--- src/rtl/coh_dir_pkg.sv ---
// Shared encodings for the coherence directory controller.
// Assumes request, probe and response codes fit in two bits.
package coh_dir_pkg;

    typedef enum logic [1:0] {
        OP_READ  = 2'd0,
        OP_WRITE = 2'd1,
        OP_WBACK = 2'd2,
        OP_RSVD  = 2'd3
    } req_op_e;

    typedef enum logic [1:0] {
        PRB_SHARE = 2'd0,
        PRB_INV   = 2'd1,
        PRB_RINV  = 2'd2,
        PRB_RSVD  = 2'd3
    } prb_kind_e;

    typedef enum logic [1:0] {
        RSP_DATA   = 2'd0,
        RSP_GRANT  = 2'd1,
        RSP_RETRY  = 2'd2,
        RSP_WBDONE = 2'd3
    } rsp_kind_e;

    typedef enum logic [1:0] {
        ST_IDLE = 2'd0,
        ST_XFER = 2'd1,
        ST_RESP = 2'd2
    } dir_state_e;

endpackage

--- src/rtl/coh_dir_pick.sv ---
// Lowest-index picker: finds the lowest set bit of a vector.
// Assumes N >= 2. Purely combinational.
module coh_dir_pick #(
    parameter  int N  = 4,
    localparam int IW = $clog2(N)
) (
    input  logic [N-1:0]  vec,
    output logic          any,
    output logic [IW-1:0] idx
);

    logic [N-1:0] lower;
    logic [N-1:0] first;

    assign lower[0] = 1'b0;

    // prefix chain: lower[k] is high when some bit below k is set
    for (genvar k = 1; k < N; k++) begin : g_chain
        assign lower[k] = lower[k-1] | vec[k-1];
    end

    assign first = vec & ~lower;
    assign any   = |vec;

    // encode the single surviving bit into an index
    always_comb begin
        idx = '0;
        for (int k = 0; k < N; k++) begin
            if (first[k]) idx = idx | IW'(k);
        end
    end

endmodule

--- src/rtl/coh_dir_table.sv ---
// Directory and backing store: per block a presence vector, a dirty
// flag, a busy flag and one data word. Two read ports (request side
// and transaction side), one directory write port, one memory write
// port, and separate set/clear ports for busy. Assumes NUM_BLK is a
// power of two so every index selects a block.
module coh_dir_table #(
    parameter  int NUM_PE  = 4,
    parameter  int NUM_BLK = 8,
    parameter  int DATA_W  = 16,
    localparam int BLK_W   = $clog2(NUM_BLK)
) (
    input  logic              clk,
    input  logic              rst_n,
    input  logic [BLK_W-1:0]  rd_a_blk,
    output logic [NUM_PE-1:0] rd_a_pres,
    output logic              rd_a_dirty,
    output logic              rd_a_busy,
    input  logic [BLK_W-1:0]  rd_b_blk,
    output logic [NUM_PE-1:0] rd_b_pres,
    output logic [DATA_W-1:0] rd_b_data,
    input  logic              dir_we,
    input  logic [BLK_W-1:0]  dir_blk,
    input  logic [NUM_PE-1:0] dir_pres,
    input  logic              dir_dirty,
    input  logic              busy_set,
    input  logic [BLK_W-1:0]  busy_set_blk,
    input  logic              busy_clr,
    input  logic [BLK_W-1:0]  busy_clr_blk,
    input  logic              mem_we,
    input  logic [BLK_W-1:0]  mem_blk,
    input  logic [DATA_W-1:0] mem_wdata
);

    logic [NUM_PE-1:0] pres_all  [NUM_BLK];
    logic              dirty_all [NUM_BLK];
    logic              busy_all  [NUM_BLK];
    logic [DATA_W-1:0] data_all  [NUM_BLK];

    for (genvar b = 0; b < NUM_BLK; b++) begin : g_blk
        localparam logic [DATA_W-1:0] INIT = DATA_W'(b * 17);
        logic [NUM_PE-1:0] pres_q;
        logic              dirty_q;
        logic              busy_q;
        logic [DATA_W-1:0] data_q;

        // directory entry update
        always_ff @(posedge clk) begin
            if (!rst_n) begin
                pres_q  <= '0;
                dirty_q <= 1'b0;
            end else if (dir_we && dir_blk == BLK_W'(b)) begin
                pres_q  <= dir_pres;
                dirty_q <= dir_dirty;
            end
        end

        // busy flag: set on transaction start, cleared on its response
        always_ff @(posedge clk) begin
            if (!rst_n) begin
                busy_q <= 1'b0;
            end else if (busy_set && busy_set_blk == BLK_W'(b)) begin
                busy_q <= 1'b1;
            end else if (busy_clr && busy_clr_blk == BLK_W'(b)) begin
                busy_q <= 1'b0;
            end
        end

        // backing store word
        always_ff @(posedge clk) begin
            if (!rst_n) begin
                data_q <= INIT;
            end else if (mem_we && mem_blk == BLK_W'(b)) begin
                data_q <= mem_wdata;
            end
        end

        assign pres_all[b]  = pres_q;
        assign dirty_all[b] = dirty_q;
        assign busy_all[b]  = busy_q;
        assign data_all[b]  = data_q;
    end

    assign rd_a_pres  = pres_all[rd_a_blk];
    assign rd_a_dirty = dirty_all[rd_a_blk];
    assign rd_a_busy  = busy_all[rd_a_blk];
    assign rd_b_pres  = pres_all[rd_b_blk];
    assign rd_b_data  = data_all[rd_b_blk];

endmodule

--- src/rtl/coh_dir_ctrl.sv ---
// Home-node directory controller. Accepts read, write and write-back
// requests, runs one read/write transaction at a time, sends probes only
// to recorded PEs (lowest index first), collects acknowledges, then
// updates the directory and responds. Requests to the busy block are
// answered with retry; others wait. Write-backs are handled in one step
// while idle. Assumes NUM_PE >= 2 and acknowledges come only from probed PEs.
module coh_dir_ctrl
    import coh_dir_pkg::*;
#(
    parameter  int NUM_PE  = 4,
    parameter  int NUM_BLK = 8,
    parameter  int DATA_W  = 16,
    localparam int PE_W    = $clog2(NUM_PE),
    localparam int BLK_W   = $clog2(NUM_BLK)
) (
    input  logic              clk,
    input  logic              rst_n,
    input  logic              req_valid,
    output logic              req_ready,
    input  logic [PE_W-1:0]   req_pe,
    input  logic [1:0]        req_op,
    input  logic [BLK_W-1:0]  req_blk,
    input  logic [DATA_W-1:0] req_data,
    output logic              rsp_valid,
    input  logic              rsp_ready,
    output logic [PE_W-1:0]   rsp_pe,
    output logic [1:0]        rsp_kind,
    output logic [DATA_W-1:0] rsp_data,
    output logic              prb_valid,
    input  logic              prb_ready,
    output logic [PE_W-1:0]   prb_pe,
    output logic [1:0]        prb_kind,
    output logic [BLK_W-1:0]  prb_blk,
    input  logic              ack_valid,
    output logic              ack_ready,
    input  logic [PE_W-1:0]   ack_pe,
    input  logic [DATA_W-1:0] ack_data
);

    // transaction state
    dir_state_e        state_q;
    req_op_e           t_op;
    prb_kind_e         t_kind;
    logic [PE_W-1:0]   t_pe;
    logic [BLK_W-1:0]  t_blk;
    logic [NUM_PE-1:0] tgt_q;
    logic [NUM_PE-1:0] wait_q;

    // response register
    logic              rsp_valid_q;
    logic [PE_W-1:0]   rsp_pe_q;
    rsp_kind_e         rsp_kind_q;
    logic [DATA_W-1:0] rsp_data_q;

    // table read side
    logic [NUM_PE-1:0] a_pres;
    logic              a_dirty;
    logic              a_busy;
    logic [NUM_PE-1:0] b_pres;
    logic [DATA_W-1:0] b_data;

    // table write side
    logic              dir_we;
    logic [BLK_W-1:0]  dir_blk;
    logic [NUM_PE-1:0] dir_pres;
    logic              dir_dirty;
    logic              mem_we;
    logic [BLK_W-1:0]  mem_blk;
    logic [DATA_W-1:0] mem_wdata;
    logic              busy_clr;

    // decode and control
    req_op_e           op_in;
    logic              in_xfer;
    logic              xfer_done;
    logic              req_fire;
    logic              retry_fire;
    logic              start_fire;
    logic              wb_fire;
    logic              wb_owner;
    logic [NUM_PE-1:0] req_bit;
    logic [NUM_PE-1:0] others;
    logic [NUM_PE-1:0] t_bit;
    logic [NUM_PE-1:0] start_tgt;
    prb_kind_e         start_kind;
    logic              pick_any;
    logic [PE_W-1:0]   pick_idx;
    logic              prb_fire;
    logic [NUM_PE-1:0] sent_bit;
    logic              ack_fire;
    logic              ack_hit;
    logic [NUM_PE-1:0] ack_bit;

    coh_dir_table #(
        .NUM_PE (NUM_PE),
        .NUM_BLK(NUM_BLK),
        .DATA_W (DATA_W)
    ) u_table (
        .clk         (clk),
        .rst_n       (rst_n),
        .rd_a_blk    (req_blk),
        .rd_a_pres   (a_pres),
        .rd_a_dirty  (a_dirty),
        .rd_a_busy   (a_busy),
        .rd_b_blk    (t_blk),
        .rd_b_pres   (b_pres),
        .rd_b_data   (b_data),
        .dir_we      (dir_we),
        .dir_blk     (dir_blk),
        .dir_pres    (dir_pres),
        .dir_dirty   (dir_dirty),
        .busy_set    (start_fire),
        .busy_set_blk(req_blk),
        .busy_clr    (busy_clr),
        .busy_clr_blk(t_blk),
        .mem_we      (mem_we),
        .mem_blk     (mem_blk),
        .mem_wdata   (mem_wdata)
    );

    coh_dir_pick #(
        .N(NUM_PE)
    ) u_pick (
        .vec(tgt_q),
        .any(pick_any),
        .idx(pick_idx)
    );

    assign op_in     = req_op_e'(req_op);
    assign in_xfer   = (state_q == ST_XFER);
    assign xfer_done = in_xfer && (tgt_q == '0) && (wait_q == '0) && !rsp_valid_q;

    assign req_ready  = !rsp_valid_q && ((state_q == ST_IDLE) || (a_busy && !xfer_done));
    assign req_fire   = req_valid && req_ready;
    assign retry_fire = req_fire && (state_q != ST_IDLE);
    assign start_fire = req_fire && (state_q == ST_IDLE) && (op_in != OP_WBACK);
    assign wb_fire    = req_fire && (state_q == ST_IDLE) && (op_in == OP_WBACK);

    assign req_bit  = NUM_PE'(1) << req_pe;
    assign others   = a_pres & ~req_bit;
    assign t_bit    = NUM_PE'(1) << t_pe;
    assign wb_owner = a_dirty && |(a_pres & req_bit);

    // probe plan for a new transaction from the directory entry
    always_comb begin
        if (op_in == OP_WRITE) begin
            start_tgt  = others;
            start_kind = a_dirty ? PRB_RINV : PRB_INV;
        end else begin
            start_tgt  = a_dirty ? others : '0;
            start_kind = PRB_SHARE;
        end
    end

    // probe and acknowledge channels
    assign prb_valid = in_xfer && pick_any;
    assign prb_pe    = pick_idx;
    assign prb_kind  = t_kind;
    assign prb_blk   = t_blk;
    assign prb_fire  = prb_valid && prb_ready;
    assign sent_bit  = prb_fire ? (NUM_PE'(1) << pick_idx) : '0;

    assign ack_ready = in_xfer;
    assign ack_fire  = ack_valid && ack_ready;
    assign ack_bit   = NUM_PE'(1) << ack_pe;
    assign ack_hit   = ack_fire && |((wait_q | sent_bit) & ack_bit);

    // directory and memory write selection
    always_comb begin
        dir_we    = xfer_done || (wb_fire && wb_owner);
        dir_blk   = in_xfer ? t_blk : req_blk;
        dir_pres  = others;
        dir_dirty = 1'b0;
        if (in_xfer) begin
            dir_pres  = (t_op == OP_WRITE) ? t_bit : (b_pres | t_bit);
            dir_dirty = (t_op == OP_WRITE);
        end
        mem_we    = (ack_hit && t_kind != PRB_INV) || (wb_fire && wb_owner);
        mem_blk   = in_xfer ? t_blk : req_blk;
        mem_wdata = in_xfer ? ack_data : req_data;
    end

    assign busy_clr = (state_q == ST_RESP) && rsp_valid_q && rsp_ready;

    // transaction sequencing and probe/ack bookkeeping
    always_ff @(posedge clk) begin
        if (!rst_n) begin
            state_q <= ST_IDLE;
            t_op    <= OP_READ;
            t_kind  <= PRB_SHARE;
            t_pe    <= '0;
            t_blk   <= '0;
            tgt_q   <= '0;
            wait_q  <= '0;
        end else begin
            case (state_q)
                ST_IDLE: begin
                    if (start_fire) begin
                        t_op    <= op_in;
                        t_kind  <= start_kind;
                        t_pe    <= req_pe;
                        t_blk   <= req_blk;
                        tgt_q   <= start_tgt;
                        wait_q  <= '0;
                        state_q <= ST_XFER;
                    end
                end
                ST_XFER: begin
                    tgt_q  <= tgt_q & ~sent_bit;
                    wait_q <= (wait_q | sent_bit) & ~(ack_hit ? ack_bit : '0);
                    if (xfer_done) state_q <= ST_RESP;
                end
                ST_RESP: begin
                    if (rsp_ready) state_q <= ST_IDLE;
                end
                default: state_q <= ST_IDLE;
            endcase
        end
    end

    // response register: loaded by completion, retry or write-back
    always_ff @(posedge clk) begin
        if (!rst_n) begin
            rsp_valid_q <= 1'b0;
            rsp_pe_q    <= '0;
            rsp_kind_q  <= RSP_DATA;
            rsp_data_q  <= '0;
        end else if (xfer_done) begin
            rsp_valid_q <= 1'b1;
            rsp_pe_q    <= t_pe;
            rsp_kind_q  <= (t_op == OP_WRITE) ? RSP_GRANT : RSP_DATA;
            rsp_data_q  <= b_data;
        end else if (retry_fire) begin
            rsp_valid_q <= 1'b1;
            rsp_pe_q    <= req_pe;
            rsp_kind_q  <= RSP_RETRY;
            rsp_data_q  <= '0;
        end else if (wb_fire) begin
            rsp_valid_q <= 1'b1;
            rsp_pe_q    <= req_pe;
            rsp_kind_q  <= RSP_WBDONE;
            rsp_data_q  <= '0;
        end else if (rsp_valid_q && rsp_ready) begin
            rsp_valid_q <= 1'b0;
        end
    end

    assign rsp_valid = rsp_valid_q;
    assign rsp_pe    = rsp_pe_q;
    assign rsp_kind  = rsp_kind_q;
    assign rsp_data  = rsp_data_q;

endmodule

--- config.mk ---
export PLATFORM = sky130hd
export DESIGN_NAME = coh_dir_ctrl
export DESIGN_NICKNAME = d
export VERILOG_FILES = /design/src/rtl/coh_dir_pkg.sv /design/src/rtl/coh_dir_pick.sv /design/src/rtl/coh_dir_table.sv /design/src/rtl/coh_dir_ctrl.sv
export SDC_FILE = /design/constraint.sdc
export NUM_CORES = 1
export LEC_CHECK = 0
export BUFFER_PORTS_ARGS = -buffer_cell sky130_fd_sc_hd__buf_2
export CAP_MARGIN = 20
export CORE_ASPECT_RATIO = 0.7
export CORE_MARGIN = 10
export CORE_UTILIZATION = 55
export DETAILED_ROUTE_END_ITERATION = 16
export PLACE_DENSITY_LB_ADDON = 0.25
export RECOVER_POWER = 25
export SYNTH_ARGS = -nofsm -noshare
export SYNTH_HDL_FRONTEND = slang
export SYNTH_SLANG_ARGS = --single-unit
--- constraint.sdc ---
create_clock -name clk -period 2.77 [get_ports clk]
set_input_delay 0.4155 -clock clk [delete_from_list [all_inputs] [get_ports clk]]
set_output_delay 0.4155 -clock clk [all_outputs]
set_load 0.1 [all_outputs]
Yosys cells after proc, flatten, opt, wreduce, memory -nomap -nowiden
Index checks and enable logic that the tools add are counted.
{"block": "totals", "reg_bits": 216, "word_cells": 244, "out_inout_bits": 31}
{"block": "classes", "bitwise_logic": 16, "n_mux": 67, "n_eq_ne": 31, "shift": 4, "n_reduce_logical": 81, "order_cmp": 2}
{"operator": "$mux W16", "count": 6}
{"operator": "$logic_and A1 B1 Y1", "count": 52}
{"operator": "$bmux W16 S3", "count": 1}
{"operator": "$mux W4", "count": 12}
{"operator": "$eq A3 B3 Y1 const B", "count": 12}
{"operator": "$mux W1", "count": 27}
{"operator": "$mux W2", "count": 13}
{"operator": "$and A4 B4 Y4", "count": 6}
{"operator": "$bmux W4 S3", "count": 2}
{"operator": "$reduce_bool A2 Y1", "count": 10}
{"operator": "$eq A3 B2 Y1 const B", "count": 6}
{"operator": "$not A4 Y4", "count": 4}
{"operator": "$pmux W4 S2", "count": 2}
{"operator": "$shl A1 B2 Y4 const A", "count": 4}
{"operator": "$reduce_or A4 Y1", "count": 3}
{"operator": "$eq A3 B1 Y1 const B", "count": 3}
{"operator": "$logic_not A3 Y1", "count": 3}
{"operator": "$ge A4 B4 Y1 const B", "count": 2}
{"operator": "$logic_not A4 Y1", "count": 2}
{"operator": "$not A3 Y4", "count": 2}
{"operator": "$or A4 B4 Y4", "count": 2}
{"operator": "$bmux W1 S3", "count": 2}
{"operator": "$eq A2 B1 Y1 const B", "count": 3}
{"operator": "$ne A2 B1 Y1 const B", "count": 3}
{"operator": "other kinds (12)", "count": 19}

Longest topological paths before layout
{"block": "depth", "word_depth": 17, "ltp_mapped": 10}

By module
A second synthesis with hierarchy kept.
{"block": "unflattened", "cells_unflattened": 1172, "area_unflattened_um2": 10775.3}
{"mod": "coh_dir_table", "cells_each": 866, "area_each_um2": 8560.7, "instances": 1}
{"mod": "coh_dir_ctrl", "cells_each": 299, "area_each_um2": 2179.6, "instances": 1}
{"mod": "coh_dir_pick", "cells_each": 7, "area_each_um2": 35.0, "instances": 1}

Least setup slack after synthesis
OpenSTA, ideal clock, no wires.
{"block": "synth_timing", "kind": "register to output", "from": "register rsp_valid_q, in the netlist rsp_valid", "to": "output port req_ready", "path_stages_with_launch": 7, "arrival_time_ns": 3.022, "slack_ns": -0.667, "required_ns": 2.355, "n_path_buf": 1, "cell_sequence": "dfxtp_1 nor4_1 and4b_1 clkbuf_1 nor2_1 nor2_1 nor2_1"}
{"block": "synth_between", "elab_chain_cells": 6}
{"item": "from (decl)", "line_no": "coh_dir_ctrl.sv:50", "rtl": "logic rsp_valid_q;"}
{"item": "from (signal assigned)", "line_no": "coh_dir_ctrl.sv:224", "rtl": "rsp_valid_q <= 1'b0;"}
{"item": "from (signal assigned)", "line_no": "coh_dir_ctrl.sv:229", "rtl": "rsp_valid_q <= 1'b1;"}
{"item": "from (signal assigned)", "line_no": "coh_dir_ctrl.sv:234", "rtl": "rsp_valid_q <= 1'b1;"}
{"item": "$logic_not A1 Y1 *", "line_no": "coh_dir_ctrl.sv:131, coh_dir_ctrl.sv:133"}
{"item": "$logic_and A1 B1 Y1", "line_no": "coh_dir_ctrl.sv:131", "rtl": "assign xfer_done = in_xfer && (tgt_q == '0) && (wait_q == '0) && !rsp_valid_q;"}
{"item": "$logic_not A1 Y1", "line_no": "coh_dir_ctrl.sv:133", "rtl": "assign req_ready = !rsp_valid_q && ((state_q == ST_IDLE) || (a_busy && !xfer_done));"}
{"item": "$logic_and A1 B1 Y1", "line_no": "coh_dir_ctrl.sv:133"}
{"item": "$logic_or A1 B1 Y1", "line_no": "coh_dir_ctrl.sv:133"}
{"item": "$logic_and A1 B1 Y1 *", "line_no": "coh_dir_ctrl.sv:133"}
{"item": "to (decl)", "line_no": "coh_dir_ctrl.sv:19", "rtl": "output logic req_ready,"}
Every way passes the cells marked *; elsewhere a longest branch is shown, timed or not.

Final worst setup path
{"block": "layout_timing", "from": "register state_q[0]", "to": "output port ack_ready"}
{"block": "layout_between", "elab_chain_cells": 1}
{"item": "from (decl)", "line_no": "coh_dir_ctrl.sv:41", "rtl": "dir_state_e state_q;"}
{"item": "from (signal assigned)", "line_no": "coh_dir_ctrl.sv:188", "rtl": "state_q <= ST_IDLE;"}
{"item": "from (signal assigned)", "line_no": "coh_dir_ctrl.sv:205", "rtl": "state_q <= ST_XFER;"}
{"item": "from (signal assigned)", "line_no": "coh_dir_ctrl.sv:211", "rtl": "if (xfer_done) state_q <= ST_RESP;"}
{"item": "$eq A2 B1 Y1", "line_no": "coh_dir_ctrl.sv:130", "rtl": "assign in_xfer = (state_q == ST_XFER);"}
{"item": "to (decl)", "line_no": "coh_dir_ctrl.sv:35", "rtl": "output logic ack_ready,"}
No other way between the ends.

==> impl.org <==
** Outcome
- The flow ran to the end, and the final reports show no timing, DRC or antenna violations.

** Detailed routing
- The first TritonRoute pass finished after 6 iterations.
- Avg WL per Cell :: 19.3 µm
- The count of nets left with antenna violations once routing finished came out at 0.
- Final routed wirelength across all metal layers :: 27600 µm
- In the routed layout, each cell is associated on average with a via count of 5.83.
- Number of violations reported at the end of detailed-routing iteration 0 :: 685
- DRC viols :: 0
- DR vias :: 8353
- After detailed routing, no signal wire sits above met4.
- After detailed routing, the met2 layer carries 11700 µm of wire.
- In the final routing, the length of wire on met1 measures 13300 µm.
- Amount of wire on met3 after detailed routing :: 2170 µm

** Synth
- In this run, synthesis produced a sequential element count of 216.
- The complex-gate fraction of the synthesized area came to 0.0823.
- Top-area cell type share of the netlist area :: 0.401
- Adder-cell share of the synthesized area :: 0
- In this run, synthesis inferred 0 flip-flops with an integrated enable.
- The synthesized netlist contains 61 unique library cells.
- Biggest area contributors in the synthesized netlist :: sky130_fd_sc_hd__dfxtp_1, sky130_fd_sc_hd__mux2i_1, sky130_fd_sc_hd__mux4_2, sky130_fd_sc_hd__nand2_1, sky130_fd_sc_hd__nor2b_1
- Combinational family with the most area after synthesis :: multiplexers
- For this run, asynchronously set or reset flops after synthesis account for 0.
- Of the total synthesized cell area, the portion taken by AND, OR, NAND and NOR gates is 0.184.
- Main synth FF type :: sky130_fd_sc_hd__dfxtp_1
- Averaged over all synthesized cells, the footprint is 10.0 µm².
- During synthesis, Yosys emitted a total of 0 warnings.
- Measured against the total synthesized area, the mux share comes to 0.295.
- The share of the Yosys chip area taken by registers is 0.401.
- The largest total area in the synthesized netlist belongs to sky130_fd_sc_hd__dfxtp_1.
- Xor and xnor fraction of the mapped netlist area :: 0
- Mapped cell area :: 0.0108 mm²
- Counting every instance in the synthesized netlist gives 1075.
- The number of nets in the synthesized netlist is 1122.

** CTS
- Buffer cell driving the clock tree root :: sky130_fd_sc_hd__clkbuf_16
- The clock passes through at most 3 buffers.
- Post-cts hold buffer count :: 0
- The tree built by TritonCTS fans out to 216 sinks.
- Clock-pin slew was measured on the worst setup and hold paths at 60 ps.
- Clock latency reported for the late side of the worst-skew pair :: 500 ps
- TritonCTS clock tree :: yes
- H-tree depth :: 1
- Number of clock buffers inserted by TritonCTS :: 22

** Place
- Quantity of I/O buffers inserted on ports :: 77
- The HPWL after detailed placement is 18700 µm.
- GPL Wtd Cong :: 0.878

** Global routing
- Global routing finished with a remaining overflow of 0.
- Largest net degree at the start of global routing :: 86
- Vias in the first global route :: 7987
- Antenna violations before repair :: 0
- The first global-routing pass estimated 43600 µm of wire.
- Global-route usage over all layers :: 0.208

** Layout
- The library cell used most frequently in the layout, excluding fill and tap cells, is sky130_fd_sc_hd__nand2_1.
- Area delta synth->final :: 14.9%
- The filler cells instantiated in the layout total 1539.
- Across the whole layout, storage elements account for 0.00433 mm².
- Commonest cells after routing, fill and taps aside :: sky130_fd_sc_hd__nand2_1, sky130_fd_sc_hd__mux2i_1, sky130_fd_sc_hd__dfxtp_1
- Share of layout cells above drive strength 1 :: 0.181
- Antenna diodes :: 0
- Number of nets in the layout :: 1201
- Area occupied by multi-input gates :: 0.00605 mm²
- For this run, the share of the core covered by cells in the final layout is 0.650.

** Worst hold path
- Worst hold path class :: in2reg
- The startpoint identified for the worst hold timing path is req_op[0].

** Critical path
- Startpoint of the worst register-to-register path :: rsp_valid$_SDFFE_PN0P_
- For the worst setup path, the data required time is 2350 ps.
- Data on the critical path arrives at its endpoint at 2160 ps.
- Largest fanout on the critical path :: 14
- Launch point of the critical path :: state_q[0]$_SDFFE_PN0P_
- Startpoint types :: register
- Setup Crit Path Kind :: reg2out
- STA classifies the critical path endpoint as an output pin.

** Die
- The die covers 0.0257 mm².
- FP Rows :: 42
- The total area inside the core boundary comes to 0.0191 mm².
- Die Ht :: 137 µm
- For this configuration, the core starts out at a cell density of 0.566.
- Measured along the x axis, the die boundary spans 187 µm.
- I/O pins :: 78

** Pwr
- Ratio of total power to cell area :: 598 mW/mm²
- IR drop worst, VDD :: 0.367 mV
- The design draws 7.41 mW.
- In this run the static leakage power is 5.68 nW.

** STA
- The routed design could run at a clock period as short as 2580 ps.
- Final count of negative-setup-slack endpoints :: 0
- Final total negative setup slack :: 0 ps
- Unrepaired setup endpoints after global routing :: no
- Post-route fraction of the period consumed by the critical path :: 0.931
- Slew @ Worst Pin :: 1200 ps
- Count of pins over their slew limit :: 0
- For the final database, setup skew stands at 12.8 ps.
- The worst pin sits at a relative slew slack of 0.201.
- The hold violation count in the final report was 0.
- Based on the critical path, the design can be clocked at up to 388 MHz.

** Job
- Max-cap violations in this run came to 0.
==> synth_stat cells, types with 3 or more instances <==
cell type,n
sky130_fd_sc_hd__o21ai_1,4
sky130_fd_sc_hd__a21boi_0,18
sky130_fd_sc_hd__and2_1,16
sky130_fd_sc_hd__a31oi_2,4
sky130_fd_sc_hd__nand3_1,16
sky130_fd_sc_hd__a21oi_2,4
sky130_fd_sc_hd__inv_1,4
sky130_fd_sc_hd__nand4_1,6
sky130_fd_sc_hd__nor3_1,9
sky130_fd_sc_hd__o21ai_0,13
sky130_fd_sc_hd__buf_2,10
sky130_fd_sc_hd__nor2b_1,56
sky130_fd_sc_hd__nor3b_1,3
sky130_fd_sc_hd__a32oi_4,9
sky130_fd_sc_hd__mux4_2,42
sky130_fd_sc_hd__nand4b_1,3
sky130_fd_sc_hd__and3_1,3
sky130_fd_sc_hd__a22oi_1,6
sky130_fd_sc_hd__nor2_1,42
sky130_fd_sc_hd__buf_1,7
sky130_fd_sc_hd__mux2i_1,219
sky130_fd_sc_hd__nand2b_1,16
sky130_fd_sc_hd__buf_6,11
sky130_fd_sc_hd__nand2_1,231
sky130_fd_sc_hd__dfxtp_1,216
sky130_fd_sc_hd__clkbuf_1,40
sky130_fd_sc_hd__mux2_2,4
sky130_fd_sc_hd__a21oi_1,22
sky130_fd_sc_hd__nand3b_1,3
==> logic make-up (layout without fill, tap and decap cells) <==
logic type             Yosys count  after routing
DFF                            216            216
muxes                          265            265
AOI/OAI and AO/OA               98             98
and+or+nand+nor                419            419
buffers and inverters           77            170
==> registers in the layout (all words and copies together), names as in the netlist <==
signal and cells:
u_table.g_blk.busy_q 8, u_table.g_blk.dirty_q 8, rsp_kind 2, u_table.g_blk.data_q 128
u_table.g_blk.pres_q 32, rsp_pe 2, prb_blk 3, t_op 2
rsp_valid 1, tgt_q 4, wait_q 4, prb_kind 2
t_pe 2, state_q 2, rsp_data 16
==> critical path, cell delays in order (launching register included) <==
cell and delay (ps):
sky130_fd_sc_hd__dfxtp_1 480, sky130_fd_sc_hd__nand2b_4 180, sky130_fd_sc_hd__inv_6 170, sky130_fd_sc_hd__clkbuf_1 570, sky130_fd_sc_hd__buf_12 260
==> repair_timing <==
action	4_1_cts	5_1_grt
endpoints found under the setup margin	1	1
setup buffers	0	0
gates resized for setup	2	3
pin swaps	0	0
==> where the power goes <==
part	internal (mW)	switching [mW]	total, mW
combinational	0.388	0.764	1.15
sequential	3.15	0.0617	3.21
clock	1.81	1.24	3.05
==> worst paths after layout <==
| kind | endpoint | slack [ps] | cells after the start |
|---|---|---|---|
| worst max-delay path | ack_ready | 190 | 4 |
| worst min-delay path | t_op[0]$_SDFFE_PN0P_ | 230 | 3 |
| worst max register to register | u_table.g_blk[5].data_q[11]$_SDFFE_PN0P_ | 250 | 7 |
| worst min register to register | u_table.g_blk[3].data_q[10]$_SDFFE_PN0P_ | 460 | 2 |
==> through the flow <==
stage / cells / hold WS, ps / setup WS [ps] / instance area [µm²]
2_1_floorplan: 1075 / 435 / 32.3 / 10800
3_3_place_gp: 1394 / 442 / 269 / 11700
3_5_place_dp: 1394 / 449 / 194 / 11700
4_1_cts: 1432 / 220 / 6.59 / 12500
5_1_grt: 1432 / 228 / 39.3 / 12400
6_report: 1432 / 231 / 190 / 12400
==> layout make-up <==
cell class	count	area share
multi-input combinational	782	0.488
sequential	216	0.349
timing repair buffer	126	0.0748
clock buffer	31	0.0521
tap	264	0.0266
clock inverter	7	0.00747
inverter	6	0.00222
==> layer usage <==
metal	up-vias	track usage
met5	-	0
met4	0	0.0412
met3	33	0.0369
met2	310	0.315
met1	4059	0.305
li1	3951	-
Power figures use the tool's default switching activity.
